===== src/rtl/privPkg.sv =====
package privPkg;
  localparam logic [1:0] PRIV_U = 2'b00;
  localparam logic [1:0] PRIV_S = 2'b01;
  localparam logic [1:0] PRIV_M = 2'b11;

  localparam int ECALL_U_CODE = 8;
  localparam int ECALL_S_CODE = 9;
  localparam int ECALL_M_CODE = 11;

  // status word field positions (architectural)
  localparam int ST_MIE  = 3;
  localparam int ST_MPIE = 7;
  localparam int ST_SPP  = 8;
  localparam int ST_MPP  = 11;

  typedef struct packed {
    logic enterM;
    logic enterS;
    logic leaveM;
    logic leaveS;
    logic writeStatus;
  } trapCmd_t;
endpackage


===== src/rtl/privCtrl.sv =====
module privCtrl
  import privPkg::*;
#(
  parameter int CAUSE_W = 5,
  localparam int NUM_CAUSE = 1 << CAUSE_W
) (
  input  logic                 trapReq,
  input  logic                 trapIsEcall,
  input  logic [CAUSE_W-1:0]   trapCause,
  input  logic                 mretReq,
  input  logic                 sretReq,
  input  logic                 mstatusWe,
  input  logic [1:0]           curPriv,
  input  logic [NUM_CAUSE-1:0] medeleg,
  output trapCmd_t             cmd,
  output logic [CAUSE_W-1:0]   effCause
);
  logic delegate;

  always_comb begin
    if (trapIsEcall) begin
      unique case (curPriv)
        PRIV_U:  effCause = CAUSE_W'(ECALL_U_CODE);
        PRIV_S:  effCause = CAUSE_W'(ECALL_S_CODE);
        default: effCause = CAUSE_W'(ECALL_M_CODE);
      endcase
    end else begin
      effCause = trapCause;
    end
  end

  assign delegate = (curPriv != PRIV_M) && medeleg[effCause];

  always_comb begin
    cmd.enterM      = trapReq && !delegate;
    cmd.enterS      = trapReq && delegate;
    cmd.leaveM      = mretReq && !trapReq;
    cmd.leaveS      = sretReq && !trapReq && !mretReq;
    cmd.writeStatus = mstatusWe && !(trapReq || mretReq || sretReq);
  end
endmodule


===== src/rtl/privDatapath.sv =====
module privDatapath
  import privPkg::*;
#(
  parameter int XLEN = 32,
  parameter int CAUSE_W = 5,
  localparam int NUM_CAUSE = 1 << CAUSE_W
) (
  input  logic                 clk,
  input  logic                 rstN,
  input  trapCmd_t             cmd,
  input  logic [CAUSE_W-1:0]   effCause,
  input  logic [XLEN-1:0]      trapEpc,
  input  logic [XLEN-1:0]      mstatusWdata,
  input  logic                 mtvecWe,
  input  logic [XLEN-1:0]      mtvecWdata,
  input  logic                 stvecWe,
  input  logic [XLEN-1:0]      stvecWdata,
  input  logic                 medelegWe,
  input  logic [NUM_CAUSE-1:0] medelegWdata,
  output logic [1:0]           curPriv,
  output logic [NUM_CAUSE-1:0] medeleg,
  output logic [XLEN-1:0]      redirectPc,
  output logic [XLEN-1:0]      mstatus,
  output logic [XLEN-1:0]      mepc,
  output logic [XLEN-1:0]      mcause,
  output logic [XLEN-1:0]      sepc,
  output logic [XLEN-1:0]      scause
);
  logic [1:0]      mppQ;
  logic            sppQ, mieQ, mpieQ;
  logic [XLEN-3:0] mtvecBase, stvecBase;
  logic [XLEN-1:0] causeExt;

  assign causeExt = {{(XLEN-CAUSE_W){1'b0}}, effCause};

  function automatic logic [1:0] clampMpp(input logic [1:0] v);
    return (v == PRIV_M) ? PRIV_M : PRIV_S;
  endfunction

  always_ff @(posedge clk) begin
    if (!rstN) begin
      curPriv <= PRIV_M;
      mppQ    <= PRIV_M;
      sppQ    <= 1'b0;
      mieQ    <= 1'b0;
      mpieQ   <= 1'b0;
      mepc    <= '0;
      mcause  <= '0;
      sepc    <= '0;
      scause  <= '0;
    end else if (cmd.enterM) begin
      mppQ    <= curPriv;
      curPriv <= PRIV_M;
      mpieQ   <= mieQ;
      mieQ    <= 1'b0;
      mepc    <= trapEpc;
      mcause  <= causeExt;
    end else if (cmd.enterS) begin
      sppQ    <= (curPriv == PRIV_S);
      curPriv <= PRIV_S;
      sepc    <= trapEpc;
      scause  <= causeExt;
    end else if (cmd.leaveM) begin
      curPriv <= mppQ;
      mppQ    <= PRIV_M;
      mieQ    <= mpieQ;
      mpieQ   <= 1'b1;
    end else if (cmd.leaveS) begin
      curPriv <= {1'b0, sppQ};
      sppQ    <= 1'b0;
    end else if (cmd.writeStatus) begin
      mieQ  <= mstatusWdata[ST_MIE];
      mpieQ <= mstatusWdata[ST_MPIE];
      sppQ  <= mstatusWdata[ST_SPP];
      mppQ  <= clampMpp(mstatusWdata[ST_MPP +: 2]);
    end
  end

  always_ff @(posedge clk) begin
    if (!rstN) begin
      mtvecBase <= '0;
      stvecBase <= '0;
      medeleg   <= '0;
    end else begin
      if (mtvecWe)   mtvecBase <= mtvecWdata[XLEN-1:2];
      if (stvecWe)   stvecBase <= stvecWdata[XLEN-1:2];
      if (medelegWe) medeleg   <= medelegWdata;
    end
  end

  always_comb begin
    mstatus = '0;
    mstatus[ST_MIE]      = mieQ;
    mstatus[ST_MPIE]     = mpieQ;
    mstatus[ST_SPP]      = sppQ;
    mstatus[ST_MPP +: 2] = mppQ;
  end

  always_comb begin
    if (cmd.enterM)      redirectPc = {mtvecBase, 2'b00};
    else if (cmd.enterS) redirectPc = {stvecBase, 2'b00};
    else if (cmd.leaveM) redirectPc = mepc;
    else                 redirectPc = sepc;
  end


  legal_priv_chk: assert property (@(posedge clk) disable iff (!rstN)
    curPriv != 2'b10);

  trap_to_m_chk: assert property (@(posedge clk) disable iff (!rstN)
    cmd.enterM |=> (curPriv == PRIV_M) && (mppQ == $past(curPriv)));

  trap_to_s_chk: assert property (@(posedge clk) disable iff (!rstN)
    cmd.enterS |=> (curPriv == PRIV_S) && (sppQ == ($past(curPriv) == PRIV_S)));

  mret_restore_chk: assert property (@(posedge clk) disable iff (!rstN)
    cmd.leaveM |=> (curPriv == $past(mppQ)) && (mppQ == PRIV_M));

  sret_restore_chk: assert property (@(posedge clk) disable iff (!rstN)
    cmd.leaveS |=> (curPriv == {1'b0, $past(sppQ)}) && !sppQ);

  mpp_clamp_chk: assert property (@(posedge clk) disable iff (!rstN)
    cmd.writeStatus |=> mppQ[0]);

  no_deleg_from_m_chk: assert property (@(posedge clk) disable iff (!rstN)
    !(cmd.enterS && curPriv == PRIV_M));
endmodule


===== src/rtl/privTrapUnit.sv =====
module privTrapUnit
  import privPkg::*;
#(
  parameter int XLEN = 32,
  parameter int CAUSE_W = 5,
  localparam int NUM_CAUSE = 1 << CAUSE_W
) (
  input  logic                 clk,
  input  logic                 rstN,
  input  logic                 trapReq,
  input  logic                 trapIsEcall,
  input  logic [CAUSE_W-1:0]   trapCause,
  input  logic [XLEN-1:0]      trapEpc,
  input  logic                 mretReq,
  input  logic                 sretReq,
  input  logic                 mstatusWe,
  input  logic [XLEN-1:0]      mstatusWdata,
  input  logic                 mtvecWe,
  input  logic [XLEN-1:0]      mtvecWdata,
  input  logic                 stvecWe,
  input  logic [XLEN-1:0]      stvecWdata,
  input  logic                 medelegWe,
  input  logic [NUM_CAUSE-1:0] medelegWdata,
  output logic [1:0]           curPriv,
  output logic                 redirectValid,
  output logic [XLEN-1:0]      redirectPc,
  output logic [XLEN-1:0]      mstatus,
  output logic [XLEN-1:0]      mepc,
  output logic [XLEN-1:0]      mcause,
  output logic [XLEN-1:0]      sepc,
  output logic [XLEN-1:0]      scause
);
  trapCmd_t               cmd;
  logic [CAUSE_W-1:0]     effCause;
  logic [NUM_CAUSE-1:0]   medeleg;

  privCtrl #(.CAUSE_W(CAUSE_W)) ctrl (
    .trapReq(trapReq), .trapIsEcall(trapIsEcall), .trapCause(trapCause),
    .mretReq(mretReq), .sretReq(sretReq), .mstatusWe(mstatusWe),
    .curPriv(curPriv), .medeleg(medeleg), .cmd(cmd), .effCause(effCause)
  );

  privDatapath #(.XLEN(XLEN), .CAUSE_W(CAUSE_W)) dp (
    .clk(clk), .rstN(rstN), .cmd(cmd), .effCause(effCause), .trapEpc(trapEpc),
    .mstatusWdata(mstatusWdata), .mtvecWe(mtvecWe), .mtvecWdata(mtvecWdata),
    .stvecWe(stvecWe), .stvecWdata(stvecWdata), .medelegWe(medelegWe),
    .medelegWdata(medelegWdata), .curPriv(curPriv), .medeleg(medeleg),
    .redirectPc(redirectPc), .mstatus(mstatus), .mepc(mepc), .mcause(mcause),
    .sepc(sepc), .scause(scause)
  );

  assign redirectValid = trapReq || mretReq || sretReq;


  redirect_valid_chk: assert property (@(posedge clk) disable iff (!rstN)
    redirectValid |-> $onehot0({cmd.enterM, cmd.enterS, cmd.leaveM, cmd.leaveS}));
endmodule


===== config.mk =====
export PLATFORM = sky130hd
export DESIGN_NAME = privTrapUnit
export DESIGN_NICKNAME = d
export VERILOG_FILES = /design/src/rtl/privPkg.sv /design/src/rtl/privCtrl.sv /design/src/rtl/privDatapath.sv /design/src/rtl/privTrapUnit.sv
export SDC_FILE = /design/constraint.sdc
export NUM_CORES = 1
export LEC_CHECK = 0
export ABC_AREA = 1
export ABC_CLOCK_PERIOD_IN_PS = 3490
export BUFFER_PORTS_ARGS = -buffer_cell sky130_fd_sc_hd__buf_2
export CAP_MARGIN = 20
export CORE_AREA = 2 2 145 147
export CTS_CLUSTER_DIAMETER = 120
export CTS_CLUSTER_SIZE = 10
export DETAILED_ROUTE_END_ITERATION = 12
export DIE_AREA = 0 0 147 149
export PLACE_DENSITY = 0.69
export SKIP_LAST_GASP = 1
export SLEW_MARGIN = 20
export SYNTH_ARGS = -nofsm -noshare
export SYNTH_HDL_FRONTEND = slang
export SYNTH_SLANG_ARGS = --single-unit

===== constraint.sdc =====
create_clock -name clk -period 3.49 [get_ports clk]
set_clock_uncertainty 0.15 [all_clocks]
set_input_delay 0.698 -clock clk [delete_from_list [all_inputs] [get_ports clk]]
set_output_delay 0.698 -clock clk [all_outputs]
set_load 0.03 [all_outputs]

# --- Yosys cells after proc, flatten, opt, wreduce, memory -nomap -nowiden ---
# Cells that the tools add are included.
totals:
  regBits: 173
  latch_bits: 0
  mem_bits_rw: 0
  rom_bits: 0
  inputBits: 175
  out_inout_bits: 195
  wordCells: 77
  memories: 0
op_classes:
  n_addsub: 0
  n_mul: 0
  div: 0
  n_lt_le_gt_ge: 1
  n_eq_ne: 7
  shift: 0
  n_mux: 28
  bitwise_logic: 3
  reduce_logical: 25
op_table:
  columns: ["operator", "count"]
  rows:
  - ["2-to-1 mux 32 bit", 3]
  - ["2-to-1 mux 2 bit", 9]
  - ["2-to-1 mux 1 bit", 13]
  - ["AND reduction 3 bit", 3]
  - ["nonzero test 3 bit", 3]
  - ["logical AND 1 bit", 7]
  - ["< comparator 5 x 6 -> 1 bit (second input constant)", 1]
  - ["!= test 2 x 1 -> 1 bit (second input constant)", 3]
  - ["binary-select mux 1 bit (select 5 bit)", 1]
  - ["2-to-1 mux 5 bit", 1]
  - ["zero test 1 bit", 4]
  - ["one-hot mux 2 bit (2 select lines)", 1]
  - ["nonzero test 2 bit", 2]
  - ["!= test 3 x 1 -> 1 bit (second input constant)", 1]
  - ["NOT 1 bit", 3]
  - ["OR reduction 3 bit", 1]
  - ["equality test 2 x 1 -> 1 bit (second input constant)", 1]
  - ["equality test 2 bit (second input constant)", 1]
  - ["zero test 2 bit", 1]
  - ["logical OR 1 bit", 2]
  - ["!= test 2 bit (second input constant)", 1]
  - ["AND reduction 2 bit", 1]
  - ["OR reduction 2 bit", 1]

# --- Longest topological paths before layout ---
logic_depth:
  word_depth: 10
  depth_mapped: 16
  ltp_nobuf: 14

# --- Hierarchy ---
# A second synthesis with hierarchy kept.
hier_totals:
  hier_cells: 1164
  hier_area_um2: 8061.5
modules_own_cells:
  columns: ["module", "n_inst", "cells_each", "area_per_inst_um2", "seq_area_each_um2"]
  rows:
  - ["privDatapath", 1, 1067, 7594.8, 3463.3]
  - ["privCtrl", 1, 94, 455.4, 0.0]
  - ["privTrapUnit", 1, 3, 11.3, 0.0]

# --- Worst setup path before layout ---
# OpenSTA, ideal clock, no wires.
synth_path:
  kind: "input-to-output"
  from: "in trapCause[1]"
  to: "out redirectPc[14]"
  t_arrival_ns: 2.300
  required_ns: 2.642
  slack_ns: 0.342
  cell_stages: 13
  n_path_buf: 2
  path_cell_list: "o21ai_2 inv_2 nand3_1 nand3_1 nand3_1 nand3_1 nand2_2 nand3_2 inv_2 buf_4 buf_6 nand2_1 nand4_1"
synth_between:
  elab_chain_len: 7
  elab_cells_between_ends: 9
  classes_between: "mux: 5; reduce/logical: 4"
synth_rtl:
  columns: ["item", "line_no", "rtl"]
  rows:
  - ["from (decl)", "privTrapUnit.sv:12", "input logic [CAUSE_W-1:0] trapCause,"]
  - ["2-to-1 mux 5 bit (*)", "privCtrl.sv:21", "if (trapIsEcall) begin"]
  - ["binary-select mux 1 bit (select 5 bit) (*)", "privCtrl.sv:32", "assign delegate = (curPriv != PRIV_M) && medeleg[effCause];"]
  - ["2-to-1 mux 1 bit (implied by the code) (*)", "privCtrl.sv:32", null]
  - ["logical AND 1 bit (*)", "privCtrl.sv:32", null]
  - ["logical AND 1 bit / zero test 1 bit (equally long branches)", "privCtrl.sv:36, privCtrl.sv:35", null]
  - ["2-to-1 mux 32 bit / logical AND 1 bit (equally long branches)", "privDatapath.sv:101, privCtrl.sv:35", null]
  - ["2-to-1 mux 32 bit (*)", "privDatapath.sv:100", "if (cmd.enterM) redirectPc = {mtvecBase, 2'b00};"]
  - ["to (decl)", "privTrapUnit.sv:26", "output logic [XLEN-1:0] redirectPc,"]
# Mark *: on every way between the ends. The rest lies on a longest branch, timed or not. The select of a mux whose other input is x is not followed.

# --- Worst setup path after layout ---
layout_path:
  from: "reg dp.curPriv[0]"
  to: "out redirectPc[31]"
layout_between:
  elab_chain_len: 9
  elab_cells_between_ends: 13
  classes_between: "eq/ne: 2; mux: 6; reduce/logical: 5"
layout_rtl:
  columns: ["item", "line_no", "rtl"]
  rows:
  - ["from (decl)", "privDatapath.sv:20", "output logic [1:0] curPriv,"]
  - ["from (signal assigned)", "privDatapath.sv:64", "curPriv <= mppQ;"]
  - ["from (signal assigned)", "privDatapath.sv:69", "curPriv <= {1'b0, sppQ};"]
  - ["equality test 2 x 1 -> 1 bit / zero test 2 bit (equally long branches)", "privCtrl.sv:22", "unique case (curPriv)"]
  - ["one-hot mux 2 bit (2 select lines)", "privCtrl.sv:22", null]
  - ["2-to-1 mux 5 bit", "privCtrl.sv:21", null]
  - ["binary-select mux 1 bit (select 5 bit)", "privCtrl.sv:32", null]
  - ["2-to-1 mux 1 bit (implied by the code)", "privCtrl.sv:32", null]
  - ["logical AND 1 bit (*)", "privCtrl.sv:32", null]
  - ["logical AND 1 bit / zero test 1 bit (equally long branches)", "privCtrl.sv:36, privCtrl.sv:35", null]
  - ["2-to-1 mux 32 bit / logical AND 1 bit (equally long branches)", "privDatapath.sv:101, privCtrl.sv:35", null]
  - ["2-to-1 mux 32 bit (*)", "privDatapath.sv:100", null]
# Marks and branches as above.

==> metrics.md <==
| Metric | Value |
|---|---|
| Status | finished, final reports clean |
| Adder-cell share of the synthesized area | 0 |
| Largest net degree at the start of global routing | ~150 |
| Reg2Reg Capture Point | dp.mppQ[1]$_SDFFE_PN1P_ |
| Remaining global-route overflow | 0 |
| DR vias/cell | about 4.8 |
| Worst r2r path cells | 16 |
| DRC violations left | 0 |
| Final Cell Area | around 0.010 mm^2 |
| Critical Path AT | 2.57 ns |
| CTS root buf | clkbuf_16 |
| First DRT Iteration DRCs | between 400 and 500 |
| DP Cell Count | around 1600 |
| Crit Path Class | reg -> out |
| Commonest non-fill, non-tap cell in the layout | nor2_1 |
| CP max stage delay | between 0.3 and 0.4 ns |
| WHS Endpoint | dp.scause[0]$_SDFFE_PN0P_ |
| Io pins | 370 |
| Finished Layout Cells | 1685 |
| Synth cell types | 24 |
| Wire per inst | ~15 um |
| Die width | between 100 and 150 um |
| Simple-gate share of the synthesized area | 0.2882 |
| Worst vdd ir | a little over 300 uV |
| Area growth syn-to-layout | 32.16% |
| Mux contribution to synthesized area | 0 |
| H-Tree Depth | 4 |
| Mean area per synthesized cell | just under 7 um^2 |
| CP max-delay cell | dfxtp_4 |
| Port Buffers | 257 |
| Number of antenna violations at the first check in global routing | 7 |
| Worst slew pin tran | approximately 0.92 ns |
| Synth Area in XOR/XNOR | 0 |
| CTS tree | built |
| Die ar. | between 0.02 and 0.025 mm^2 |
| Peak Freq | slightly below 300 MHz |
| Max-Cap Viols | 0 |
| YS warnings | 0 |
| Fin crit period | 3.418 ns |
| Worst setup SP type | flop |
| Global-route wire length before repair | approximately 38 mm |
| Final design utilization | 0.5090 |
| Clk buf depth | 2 |
| Cell count after synthesis | 1137 |
| # rows | 53 |
| Num CTS Buffers | 17 |
| Detailed-placement wirelength estimate | 17.37 mm |
| DRT Pass-1 Iters | 5 |
| Hold/Removal Path Class | reg -> reg |
| DR vias | just over 8000 |
| Vias in the first global route | 7297 |
| Final Wtd Congestion | around 0.83 |
| Worst Hold Depth | 2 |
| Worst hold slack | 0.3112 ns |
| Core Area | 0.02056 mm^2 |
| Sink Count | roughly 170 |
| Power Dens Cells | between 500 and 600 mW/mm^2 |
| CP Capture Type | primary output |
| Max FO, Critical Path | 7 |
| FF-to-FF Start | dp.curPriv[0]$_SDFFE_PP1P_ |
| Most frequent cells in the layout | nor2_1, buf_2, nand2_1, dfxtp_1, o21ai_0 |
| Max Slew Vio Count | 0 |
| Pwr Total | 5.267 mW |
| Mapped Area | 0.007918 mm^2 |
| Nets | 1565 |
| Compound-Gate Fraction of Synth Area | 0.1362 |
| Worst endpoint required time | between 2 and 3 ns |
| CP Cell Sequence | nor2_4, nand2_8, buf_6, nand3_2, nand3_1, nand3_1, nand3_1, nand3_2, nand2_4, a21oi_4, buf_12, clkbuf_16, nand2_1, nand2_1, buf_2 |
| RSZ-0062 raised after global routing | true |
| Later-pin clock latency in the skew report | approximately 0.44 ns |
| Total GRT Usage | 0.2197 |
| Pleak | about 5 nW |
| Share of cells above drive strength 1 | 0.2744 |
| Initial core utilization | 0.3851 |
| Fin. Hold Viols | 0 |
| Die height | 149 um |
| Final period util | 0.9793 |
| Final ANT Viol Nets | 0 |
| Placed cell areas | between 0.009 and 0.01 mm^2 |
| Seq/Total Area, Yosys | 0.4374 |
| Largest family of logic cells by synthesized area | simple AND/OR/NAND/NOR gates |
| Routed wire length | between 20 and 30 mm |
| CP most frequent cell | nand3_1 |
| Reg2reg setup slack | around 0.78 ns |
| Worst-path clk slew | around 0.070 ns |
| Yosys reg bits | 173 |
| Count of final setup violators | 0 |
| Slew headroom | 0.3832 |
| Hold_sp | dp.scause[0]$_SDFFE_PN0P_ |
[worst max-delay path by stage]
stage / cells after the start / from / end
floorplan: 13 / trapCause[1] / redirectPc[14]
global placement: 16 / trapIsEcall / redirectPc[6]
detailed placement: 16 / trapIsEcall / redirectPc[6]
CTS: 16 / dp.curPriv[1]$_SDFFE_PP1P_ / redirectPc[21]
global route: 15 / dp.curPriv[0]$_SDFFE_PP1P_ / redirectPc[31]
finish: 15 / dp.curPriv[0]$_SDFFE_PP1P_ / redirectPc[31]
[final cells by class]
type | count | area [um^2]
diodes | 7 | 17.52
repair buffers | 305 | 1973
fillers | 2070 | 10090
clock buffers | 17 | 425.4
inverters | 34 | 137.6
multi-input cells | 859 | 3894
well taps | 275 | 344.1
clock inverters | 15 | 201.4
flip-flops and latches | 173 | 3471
[registers in the layout (all words and copies together) (netlist names)]
signal        cells
dp.mieQ           1
dp.stvecBase     30
dp.scause         5
dp.sepc          32
dp.mepc          32
dp.mppQ           2
dp.mpieQ          1
dp.curPriv        2
dp.mcause         5
dp.medeleg       32
dp.mtvecBase     30
dp.sppQ           1
[per-layer routing]
| layer | GRT usage | share of wire | vias up |
|---|---|---|---|
| li1 | - | - | 4028 |
| met1 | 0.2728 | 0.41 | 3634 |
| met2 | 0.3622 | 0.48 | 322 |
| met3 | 0.05168 | 0.073 | 60 |
| met4 | 0.1043 | 0.035 | 2 |
| met5 | 0 | 0.00047 | - |
[critical path, delay by kind of cell (launching register included)]
kind                   cells  cell delay, ns
AOI/OAI and AO/OA          1            0.18
and+or+nand+nor           10            0.92
DFF                        1            0.37
buffers and inverters      4            0.67
[cells by family (layout without fill, tap and decap cells)]
family                 Yosys count  after routing
buffers and inverters          187            371
other                            1             88
DFF                            173            173
and+or+nand+nor                566            568
AOI/OAI and AO/OA              210            210
[Yosys cell counts]
cell type    n  area share
o21ai_0    151       0.095
nand3_2      1      0.0013
o21ai_2      1      0.0011
dfxtp_1    173        0.44
a21oi_2      1      0.0011
inv_1       28       0.013
buf_2       17       0.011
nand4_1     22       0.017
nand2_2      3      0.0024
buf_4       87       0.082
buf_6        5      0.0071
conb_1       1     0.00047
nor2_1     268        0.13
inv_2        4      0.0019
o21ai_1      6      0.0038
nand2_1    213        0.10
clkbuf_1    42       0.020
nand3b_1     1     0.00095
nand3_1     56       0.035
clkinv_1     2     0.00095
clkbuf_2     2      0.0013
nand2_4      2      0.0028
o211ai_1     8      0.0076
a21oi_1     43       0.027
[where the power goes]
group / switching, mW / total, mW / internal (mW)
logic: 0.702 / 1.04 / 0.337
clock network: 0.893 / 2.05 / 1.16
registers: 0.0756 / 2.18 / 2.10
[stage by stage]
step	setup WS, ns	TNS (ns)
floorplan	0.3424	0
global placement	0.03709	0
detailed placement	0.01753	0
CTS	0.02514	0
global route	-0.03923	-0.2293
finish	0.07234	0
[repair_timing]
item	in CTS	in global routing
hold buffers	0	0
buffers inserted	0	3
pin swaps	0	36
gates cloned	0	7
resized for setup	3	123
endpoints found under the setup margin	27	30
(Power assumes the default switching activity.)
